===== src/rtl/tmr_pkg.sv =====
package tmr_pkg;
   typedef enum logic [2:0] {
      A_CTRL  = 3'd0,
      A_STAT  = 3'd1,
      A_COUNT = 3'd2,
      A_CMPA  = 3'd3,
      A_CMPB  = 3'd4,
      A_CAPA  = 3'd5,
      A_CAPB  = 3'd6
   } reg_addr_e;

   localparam int NUM_FLAGS  = 5;
   localparam int CB_LVL     = 0;   // two bits, one per compare channel
   localparam int CB_EDGE_A  = 2;
   localparam int CB_FORCE   = 3;   // two bits, one per compare channel
   localparam int CB_IE      = 8;   // NUM_FLAGS enable bits
   localparam int FB_CMP     = 0;
   localparam int FB_CAP     = 2;
   localparam int FB_OVF     = 4;
   localparam int CTRL_BITS  = CB_IE + NUM_FLAGS;
endpackage


===== src/rtl/tmr_counter.sv =====
module tmr_counter #(
   parameter int W = 16
) (
   input  logic         clk,
   input  logic         rst_n,
   input  logic         clr,
   output logic [W-1:0] cnt,
   output logic         ovf_flag
);
   localparam logic [W-1:0] CNT_MAX = '1;

   if (W < 2) begin : g_bad_w
      $error("tmr_counter: W must be at least 2");
   end

   logic wrap;
   assign wrap = (cnt == CNT_MAX);

   always_ff @(posedge clk or negedge rst_n) begin
      if (!rst_n) begin
         cnt      <= '0;
         ovf_flag <= 1'b0;
      end else begin
         cnt <= cnt + 1'b1;
         if (wrap)     ovf_flag <= 1'b1;
         else if (clr) ovf_flag <= 1'b0;
      end
   end


   cnt_step_chk: assert property (@(posedge clk) disable iff (!rst_n)
      (cnt != '0) |-> (cnt == W'($past(cnt) + 1'b1)));

   ovf_set_chk: assert property (@(posedge clk) disable iff (!rst_n)
      (rst_n && cnt == CNT_MAX) |=> (cnt == '0 && ovf_flag));
endmodule


===== src/rtl/tmr_compare.sv =====
module tmr_compare #(
   parameter int W = 16
) (
   input  logic         clk,
   input  logic         rst_n,
   input  logic [W-1:0] cnt,
   input  logic [W-1:0] cmp_val,
   input  logic         lvl,
   input  logic         force_en,
   input  logic         force_val,
   input  logic         clr,
   output logic         pin_out,
   output logic         flag
);
   if (W < 2) begin : g_bad_w
      $error("tmr_compare: W must be at least 2");
   end

   logic match;
   assign match = (cnt == cmp_val);

   always_ff @(posedge clk or negedge rst_n) begin
      if (!rst_n) begin
         pin_out <= 1'b0;
         flag    <= 1'b0;
      end else begin
         if (force_en)   pin_out <= force_val;
         else if (match) pin_out <= lvl;
         if (match)      flag <= 1'b1;
         else if (clr)   flag <= 1'b0;
      end
   end


   cmp_hit_chk: assert property (@(posedge clk) disable iff (!rst_n)
      (rst_n && match && !force_en) |=> (pin_out == $past(lvl) && flag));

   force_load_chk: assert property (@(posedge clk) disable iff (!rst_n)
      (rst_n && force_en) |=> (pin_out == $past(force_val)));

   force_noflag_chk: assert property (@(posedge clk) disable iff (!rst_n)
      (rst_n && force_en && !match && !flag) |=> !flag);
endmodule


===== src/rtl/tmr_capture.sv =====
module tmr_capture #(
   parameter int W           = 16,
   parameter int SYNC_STAGES = 2,
   parameter bit EDGE_SEL    = 1'b1
) (
   input  logic         clk,
   input  logic         rst_n,
   input  logic         pin,
   input  logic         rise_sel,
   input  logic [W-1:0] cnt,
   input  logic         clr,
   output logic [W-1:0] cap_val,
   output logic         flag
);
   if (SYNC_STAGES < 2) begin : g_bad_sync
      $error("tmr_capture: SYNC_STAGES must be at least 2");
   end

   logic [SYNC_STAGES:0] sh;
   logic synced, prev, rise, fall, fire;

   always_ff @(posedge clk or negedge rst_n) begin
      if (!rst_n) sh <= '0;
      else        sh <= {sh[SYNC_STAGES-1:0], pin};
   end

   assign synced = sh[SYNC_STAGES-1];
   assign prev   = sh[SYNC_STAGES];
   assign rise   = synced & ~prev;
   assign fall   = ~synced & prev;

   if (EDGE_SEL) begin : g_sel
      assign fire = rise_sel ? rise : fall;
   end else begin : g_fixed
      logic unused_sel;
      assign unused_sel = rise_sel;
      assign fire = fall;

      fall_only_chk: assert property (@(posedge clk) disable iff (!rst_n)
         (rst_n && rise && !clr) |=> (flag == $past(flag) && $stable(cap_val)));
   end

   always_ff @(posedge clk or negedge rst_n) begin
      if (!rst_n) begin
         cap_val <= '0;
         flag    <= 1'b0;
      end else begin
         if (fire) cap_val <= cnt;
         if (fire)     flag <= 1'b1;
         else if (clr) flag <= 1'b0;
      end
   end


   cap_load_chk: assert property (@(posedge clk) disable iff (!rst_n)
      (rst_n && fire) |=> (cap_val == $past(cnt) && flag));
endmodule


===== src/rtl/dcc_timer.sv =====
module dcc_timer
   import tmr_pkg::*;
#(
   parameter int CNT_W       = 16,
   parameter int DATA_W      = 16,
   parameter int SYNC_STAGES = 2
) (
   input  logic              clk,
   input  logic              rst_n,
   input  logic [2:0]        bus_addr,
   input  logic              bus_wr,
   input  logic [DATA_W-1:0] bus_wdata,
   output logic [DATA_W-1:0] bus_rdata,
   input  logic              cap_a_pin,
   input  logic              cap_b_pin,
   output logic              cmp_a_pin,
   output logic              cmp_b_pin,
   output logic              irq
);
   localparam int NCH = 2;

   if (DATA_W < CTRL_BITS || DATA_W < CNT_W) begin : g_bad_data
      $error("dcc_timer: DATA_W too narrow for control or counter");
   end

   logic [NCH-1:0]       lvl_q;
   logic                 edge_a_q;
   logic [NUM_FLAGS-1:0] ie_q;
   logic [NUM_FLAGS-1:0] flags;
   logic [NUM_FLAGS-1:0] clr;
   logic [CNT_W-1:0]     cnt;
   logic [CNT_W-1:0]     cmp_q [NCH];
   logic [CNT_W-1:0]     cap_q [NCH];
   logic [NCH-1:0]       force_en, force_val, cmp_out, cap_in;
   logic                 wr_ctrl, wr_stat;

   assign wr_ctrl = bus_wr && (bus_addr == A_CTRL);
   assign wr_stat = bus_wr && (bus_addr == A_STAT);
   assign clr     = wr_stat ? bus_wdata[NUM_FLAGS-1:0] : '0;
   assign cap_in  = {cap_b_pin, cap_a_pin};

   always_ff @(posedge clk or negedge rst_n) begin
      if (!rst_n) begin
         lvl_q    <= '0;
         edge_a_q <= 1'b0;
         ie_q     <= '0;
      end else if (wr_ctrl) begin
         lvl_q    <= bus_wdata[CB_LVL +: NCH];
         edge_a_q <= bus_wdata[CB_EDGE_A];
         ie_q     <= bus_wdata[CB_IE +: NUM_FLAGS];
      end
   end

   tmr_counter #(.W(CNT_W)) u_cnt (
      .clk      (clk),
      .rst_n    (rst_n),
      .clr      (clr[FB_OVF]),
      .cnt      (cnt),
      .ovf_flag (flags[FB_OVF])
   );

   for (genvar i = 0; i < NCH; i++) begin : g_ch
      always_ff @(posedge clk or negedge rst_n) begin
         if (!rst_n) cmp_q[i] <= '0;
         else if (bus_wr && bus_addr == 3'(A_CMPA + i))
            cmp_q[i] <= bus_wdata[CNT_W-1:0];
      end

      assign force_en[i]  = wr_ctrl & bus_wdata[CB_FORCE + i];
      assign force_val[i] = bus_wdata[CB_LVL + i];

      tmr_compare #(.W(CNT_W)) u_cmp (
         .clk       (clk),
         .rst_n     (rst_n),
         .cnt       (cnt),
         .cmp_val   (cmp_q[i]),
         .lvl       (lvl_q[i]),
         .force_en  (force_en[i]),
         .force_val (force_val[i]),
         .clr       (clr[FB_CMP + i]),
         .pin_out   (cmp_out[i]),
         .flag      (flags[FB_CMP + i])
      );

      tmr_capture #(.W(CNT_W), .SYNC_STAGES(SYNC_STAGES), .EDGE_SEL(i == 0)) u_cap (
         .clk      (clk),
         .rst_n    (rst_n),
         .pin      (cap_in[i]),
         .rise_sel (edge_a_q),
         .cnt      (cnt),
         .clr      (clr[FB_CAP + i]),
         .cap_val  (cap_q[i]),
         .flag     (flags[FB_CAP + i])
      );
   end

   assign cmp_a_pin = cmp_out[0];
   assign cmp_b_pin = cmp_out[1];
   assign irq       = |(flags & ie_q);

   always_comb begin
      bus_rdata = '0;
      case (bus_addr)
         A_CTRL: begin
            bus_rdata[CB_LVL +: NCH]      = lvl_q;
            bus_rdata[CB_EDGE_A]          = edge_a_q;
            bus_rdata[CB_IE +: NUM_FLAGS] = ie_q;
         end
         A_STAT:  bus_rdata[NUM_FLAGS-1:0] = flags;
         A_COUNT: bus_rdata[CNT_W-1:0]     = cnt;
         A_CMPA:  bus_rdata[CNT_W-1:0]     = cmp_q[0];
         A_CMPB:  bus_rdata[CNT_W-1:0]     = cmp_q[1];
         A_CAPA:  bus_rdata[CNT_W-1:0]     = cap_q[0];
         A_CAPB:  bus_rdata[CNT_W-1:0]     = cap_q[1];
         default: bus_rdata = '0;
      endcase
   end


   force_rd_zero_chk: assert property (@(posedge clk) disable iff (!rst_n)
      (bus_addr == A_CTRL) |-> (bus_rdata[CB_FORCE +: NCH] == '0));

   irq_chk: assert property (@(posedge clk) disable iff (!rst_n)
      (rst_n && flags == '0) |-> !irq);
endmodule


===== config.mk =====
export PLATFORM = sky130hd
export DESIGN_NAME = dcc_timer
export DESIGN_NICKNAME = d
export VERILOG_FILES = /design/src/rtl/tmr_pkg.sv /design/src/rtl/tmr_counter.sv /design/src/rtl/tmr_compare.sv /design/src/rtl/tmr_capture.sv /design/src/rtl/dcc_timer.sv
export SDC_FILE = /design/constraint.sdc
export NUM_CORES = 1
export LEC_CHECK = 0
export BUFFER_PORTS_ARGS = -buffer_cell sky130_fd_sc_hd__buf_2
export CORE_MARGIN = 4
export CORE_UTILIZATION = 60
export DETAILED_ROUTE_END_ITERATION = 10
export MAX_ROUTING_LAYER = met4
export PLACE_DENSITY = 0.8
export SLEW_MARGIN = 20
export SYNTH_ARGS = -nofsm -noshare
export SYNTH_HDL_FRONTEND = slang
export SYNTH_SLANG_ARGS = --single-unit

===== constraint.sdc =====
create_clock -name clk -period 1.82 [get_ports clk]
set_input_delay 0.364 -clock clk [delete_from_list [all_inputs] [get_ports clk]]
set_output_delay 0.364 -clock clk [all_outputs]
set_load 0.05 [all_outputs]

# Word-level counts from Yosys, hierarchy flattened
# Cells that the tools add are included.
dict set report totals {
  word_cells 70
  inputBits 24
  output_inout_bits 19
  reg_bits 101
}
dict set report classes {
  reduce_logical 13
  n_mux 21
  eq_ne 9
  n_addsub 1
  n_bitwise 9
}
# operator n
set ops {}
lappend ops {{16-bit == test} 2}
lappend ops {{3-bit case mux with 5 select lines} 2}
lappend ops {{5-bit case mux with 6 select lines} 1}
lappend ops {{3-bit case mux with 7 select lines} 1}
lappend ops {{16-bit by 1-bit adder with 16-bit output (second input constant)} 1}
lappend ops {{16-bit == test (second input constant)} 1}
lappend ops {{1-bit 2-to-1 mux} 15}
lappend ops {{2-bit nonzero test} 7}
lappend ops {{2-bit case mux with 6 select lines} 1}
lappend ops {{3-bit == test (second input constant)} 3}
lappend ops {{3-bit by 2-bit == test with 1-bit output (second input constant)} 2}
lappend ops {{1-bit bitwise AND} 5}
lappend ops {{5-bit bitwise AND} 1}
lappend ops {{5-bit 2-to-1 mux} 1}
lappend ops {{5-bit OR reduction} 1}
lappend ops {{1-bit logical AND} 4}
lappend ops {{3-bit by 1-bit == test with 1-bit output (second input constant)} 1}
lappend ops {{3-bit logical NOT} 1}
lappend ops {{1-bit inverter} 3}

# Longest topological paths before layout
dict set report depth {
  depth_word 5
  mapped_depth 7
}

# Hierarchy
# From an unflattened synthesis, not the netlist that was laid out.
dict set report unflattened {
  cells_unflattened 523
  hier_area_um2 5879.4
}
# module cells_each area_per_inst_um2 n_inst
set modules_own_cells {}
lappend modules_own_cells {dcc_timer 210 2486.1 1}
lappend modules_own_cells {{tmr_capture (g_ch[0].u_cap)} 154 1352.5 1}
lappend modules_own_cells {{tmr_capture (g_ch[1].u_cap)} 41 772.0 1}
lappend modules_own_cells {tmr_counter 62 770.7 1}
lappend modules_own_cells {tmr_compare 28 249.0 2}

# Worst setup path before layout
# No wires, ideal clock.
dict set report synth_path {
  path_type {in2out}
  startpoint {input bus_addr[2]}
  endpoint {output bus_rdata[0]}
  stages 6
  t_arrival_ns 2.195
  path_buffers 3
  path_slack_ns -0.739
  path_cell_list {buf_6 -> nor2b_4 -> buf_6 -> clkbuf_1 -> a21oi_1 -> o21ai_0}
}
dict set report synth_between {
  elab_chain_cells 2
  elab_cells_between_ends 8
  cone_classes {eq/ne (6); mux (1); reduce/logical (1)}
}
# element line_no
set synth_lines {}
lappend synth_lines {{from (decl)} dcc_timer.sv:10} ;# input logic [2:0] bus_addr,
lappend synth_lines {{3-bit == test, or another cell as far along} dcc_timer.sv:103} ;# case (bus_addr)
lappend synth_lines {{3-bit case mux with 7 select lines *} dcc_timer.sv:103}
lappend synth_lines {{to (decl)} dcc_timer.sv:13} ;# output logic [DATA_W-1:0] bus_rdata,
# Mark *: on every way between the ends. The rest lies on a longest branch, timed or not.

# Worst setup path in the final report
dict set report layout_path {
  startpoint {register g_ch[0].u_cmp.flag}
  endpoint {output bus_rdata[0]}
}
dict set report layout_between {
  elab_chain_cells 1
}
# element line_no
set layout_lines {}
lappend layout_lines {{from (decl)} tmr_compare.sv:13} ;# output logic flag
lappend layout_lines {{from (signal assigned)} tmr_compare.sv:25} ;# flag <= 1'b0;
lappend layout_lines {{from (signal assigned)} tmr_compare.sv:29} ;# if (match) flag <= 1'b1;
lappend layout_lines {{from (signal assigned)} tmr_compare.sv:30} ;# else if (clr) flag <= 1'b0;
lappend layout_lines {{3-bit case mux with 7 select lines} dcc_timer.sv:103}
# No other way between the ends.

==> impl_metrics.env <==
export IMPL_status="finished with violations"
export IMPL_failed_checks="setup timing"
export IMPL_tns_ns=-2.43
export IMPL_die_h_um=99.6
export IMPL_dr_first_iter_drc_count=341
export IMPL_reg2reg_to="g_ch[1].u_cmp.pin_out$_DFFE_PN0P_"
export IMPL_fmax_mhz=471
export IMPL_synth_compound_area_frac=0.0587
export IMPL_r2r_start="cmp_q[8]$_DFFE_PN0P_"
export IMPL_ys_seq_area_frac=0.502
export IMPL_crit_required_ns=1.46
export IMPL_die_area_um2=9910
export IMPL_synth_top_cell_by_area="dfrtp_1"
export IMPL_r2r_setup_slack_ns=0.01
export IMPL_worst_pin_slew_ns=0.374
export IMPL_hold_end="g_ch[0].u_cap.sh[0]$_DFF_PN0_"
export IMPL_rsz0062_at_grt="true"
export IMPL_nets=557
export IMPL_hold_depth=1
export IMPL_maxCapViolations=0
export IMPL_vias=4039
export IMPL_fillers=402
export IMPL_clockBufferDepth=2
export IMPL_antenna_left=0
export IMPL_synthMuxAreaShare=0.229
export IMPL_cp_end_kind="output pin"
export IMPL_coreArea_um2=8180
export IMPL_worst_path_buf_inv=1
export IMPL_synth_xor_area_frac=0.0801
export IMPL_die_w_um=99.6
export IMPL_area_delta_synth_final_pct=34.0
export IMPL_port_buffer_count=42
export IMPL_ys_types=38
export IMPL_drive_gt1_frac=0.564
export IMPL_yosysTopAreaCellShare=0.502
export IMPL_synthSimpleGateAreaFrac=0.0853
export IMPL_wl_um=15200
export IMPL_powerDensity_nw_per_um2=879
export IMPL_antenna_found_initial=0
export IMPL_dp_cells=587
export IMPL_synth_area_um2=5030
export IMPL_crit_path_max_fanout=2
export IMPL_worstHoldStart="cap_a_pin"
export IMPL_hold_violations=0
export IMPL_numCtsBuffers=9
export IMPL_setup_viol=17
export IMPL_synth_top_family_by_area="multiplexers"
export IMPL_htree_levels=3
export IMPL_final_cells=642
export IMPL_slew_headroom=0.750
export IMPL_drt_wirelength_per_cell_um=23.6
export IMPL_clock_sinks=101
export IMPL_root_buffer="clkbuf_8"
export IMPL_synth_most_common_cell="dfrtp_1"
export IMPL_synth_flop_cell="dfrtp_1"
export IMPL_synth_seq_cells=101
export IMPL_synth_edf_count=0
export IMPL_synth_warnings=0
export IMPL_power_leakage_nw=3.20
export IMPL_vias_per_cell=6.29
export IMPL_critical_path_slowest_cell="dfrtp_1"
export IMPL_synthAdderAreaFrac=0.00249
export IMPL_rows=33
export IMPL_first_global_vias=4109
export IMPL_min_period_ns=2.12
export IMPL_dp_hpwl_um=9200
export IMPL_fin_skew_ns=0.0136
export IMPL_postSynthAreaPerCell_um2=12.2
export IMPL_synth_common_cells="dfrtp_1 (101), mux2_2 (68), xor2_1 (38), nor2_1 (33), nand2_1 (23)"
export IMPL_antennaDiodeCount=0
export IMPL_gp_congestion=0.889
export IMPL_cp_data_arrival_time_ns=1.76
export IMPL_hold_class="input port to flop"
export IMPL_whs_ns=0.0653
export IMPL_async_flop_share=1.00
export IMPL_vdd_drop_max_uv=643
export IMPL_synth_nets=437
export IMPL_cp_cell_sequence="mux2_4, a22oi_2, nor2_1, a31oi_1, o21ai_2, buf_6"
export IMPL_grt_max_degree=47
export IMPL_first_pass_iters=5
export IMPL_setup_ws_ns=-0.302
export IMPL_crit_type="flop to output pin"
export IMPL_cpPeakStageDelay_ns=0.44
export IMPL_start_util=0.615
export IMPL_crit_family="flip-flops"
export IMPL_grt_use_total=0.314
export IMPL_num_io_pins=43
export IMPL_drv_slew=0
export IMPL_fin_crit_sh=1.17
export IMPL_drc=0
export IMPL_synth_area_leaders="dfrtp_1 (50%), mux2_2 (15%), xor2_1 (6.6%)"
export IMPL_cts_tree="yes"
export IMPL_clk_pin_slew_ns=0.11
export IMPL_clock_latency_ns=0.39
export IMPL_reg2regPathDepth=6
export IMPL_grt_pass1_wl_um=22700
export IMPL_syn_inst=412
export IMPL_start_kind="flop"
export IMPL_overflow=0
==> cells by family (layout without fill, tap and decap cells) <==
kind of cell             Yosys count  after routing
AND/OR/NAND/NOR                   89             89
adder cells (fa/ha/maj)            1              1
flip-flops                       101            101
AO/OA/AOI/OAI                     41             41
multiplexers                      94             94
buffers and inverters             40            165
XOR/XNOR                          46             46
==> area by class of cell <==
type	instances	area [µm²]	area share
repair buffers	145	1210	0.180
clock buffers	10	138	0.0204
inverters	4	15.0	0.00223
clock inverters	6	57.6	0.00854
flip-flops and latches	101	2530	0.376
well taps	105	131	0.0195
multi-input cells	271	2650	0.393
==> through the flow <==
step	area [µm²]	power [W]	utilization	setup WS (ns)
3_5_place_dp	5860	0.00409	0.717	-0.255
5_1_grt	6740	0.00613	0.824	-0.328
3_3_place_gp	5860	0.00404	0.717	-0.214
2_1_floorplan	5160	0.00363	-	-0.120
4_1_cts	6570	0.00578	0.803	-0.227
6_report	6740	0.00592	0.824	-0.302
==> power by group <==
| group | switching [W] | internal, W | leakage [nW] | total (W) |
|---|---|---|---|---|
| registers | 0.000263 | 0.00251 | 1.25 | 0.00277 |
| clock network | 0.000871 | 0.000574 | 0.102 | 0.00144 |
| logic | 0.000877 | 0.000829 | 1.85 | 0.00171 |
| total | 0.00201 | 0.00391 | 3.20 | 0.00592 |
==> worst max-delay path by stage <==
stage,from,to,slack [ns],cells past startpoint
floorplan,bus_addr[2],bus_rdata[13],-0.12,6
CTS,u_cnt.cnt[9]$_DFF_PN0_,bus_rdata[9],-0.23,4
finish,g_ch[0].u_cmp.flag$_DFFE_PN0P_,bus_rdata[0],-0.30,6
global placement,bus_addr[1],bus_rdata[10],-0.21,6
global route,g_ch[0].u_cmp.flag$_DFFE_PN0P_,bus_rdata[0],-0.33,6
detailed placement,bus_addr[1],bus_rdata[9],-0.25,6
==> placed cells by master, fill, tap and decap left out, drive strengths merged, types with 2 or more instances in the layout <==
cell type	instances
a311oi	2
mux4	6
dfrtp	101
mux2i	10
nor4	8
nand2	23
xnor2	8
buf	144
nor2	33
o21ai	6
xor2	38
clkbuf	10
inv	10
a21oi	9
mux2	78
nor2b	3
a31oi	4
a22oi	3
nand4	4
nand3	7
a221oi	15
and3	6
nor3b	2
==> metal layers <==
| layer | routed length [µm] | vias to the layer above | GRT usage | share of wire |
|---|---|---|---|---|
| li1 | - | 1696 | - | - |
| met1 | 5720 | 2040 | 0.395 | 0.38 |
| met2 | 7560 | 244 | 0.509 | 0.50 |
| met3 | 1160 | 59 | 0.0484 | 0.076 |
| met4 | 711 | 0 | 0.131 | 0.047 |
| met5 | 0 | - | - | 0 |
==> flip-flops by register name (all words and copies together) (netlist names) <==
signal / cells
u_cnt.ovf_flag: 1
g_ch.u_cap.flag: 2
g_ch.u_cap.cap_val: 32
cmp_q: 32
g_ch.u_cmp.flag: 2
ie_q: 5
lvl_q: 2
g_ch.u_cmp.pin_out: 2
u_cnt.cnt: 16
edge_a_q: 1
g_ch.u_cap.sh: 6
==> worst reg2reg max path, stage by stage (launching register included) <==
cell	delay, ns
dfrtp_1	0.44
buf_4	0.17
xor2_1	0.18
nor4_2	0.38
nand4_1	0.21
mux2i_1	0.22
a21oi_1	0.10
==> repair_timing <==
item                                   in CTS  in global routing
endpoints found under the hold margin      13                  0
resized for setup                          79                 17
gates cloned                                0                  0
setup buffers                              26                 15
hold buffers                                1                  0
setup endpoints to repair                  18                 25
pin swaps                                  17                 16
Power figures use the tool's default switching activity.
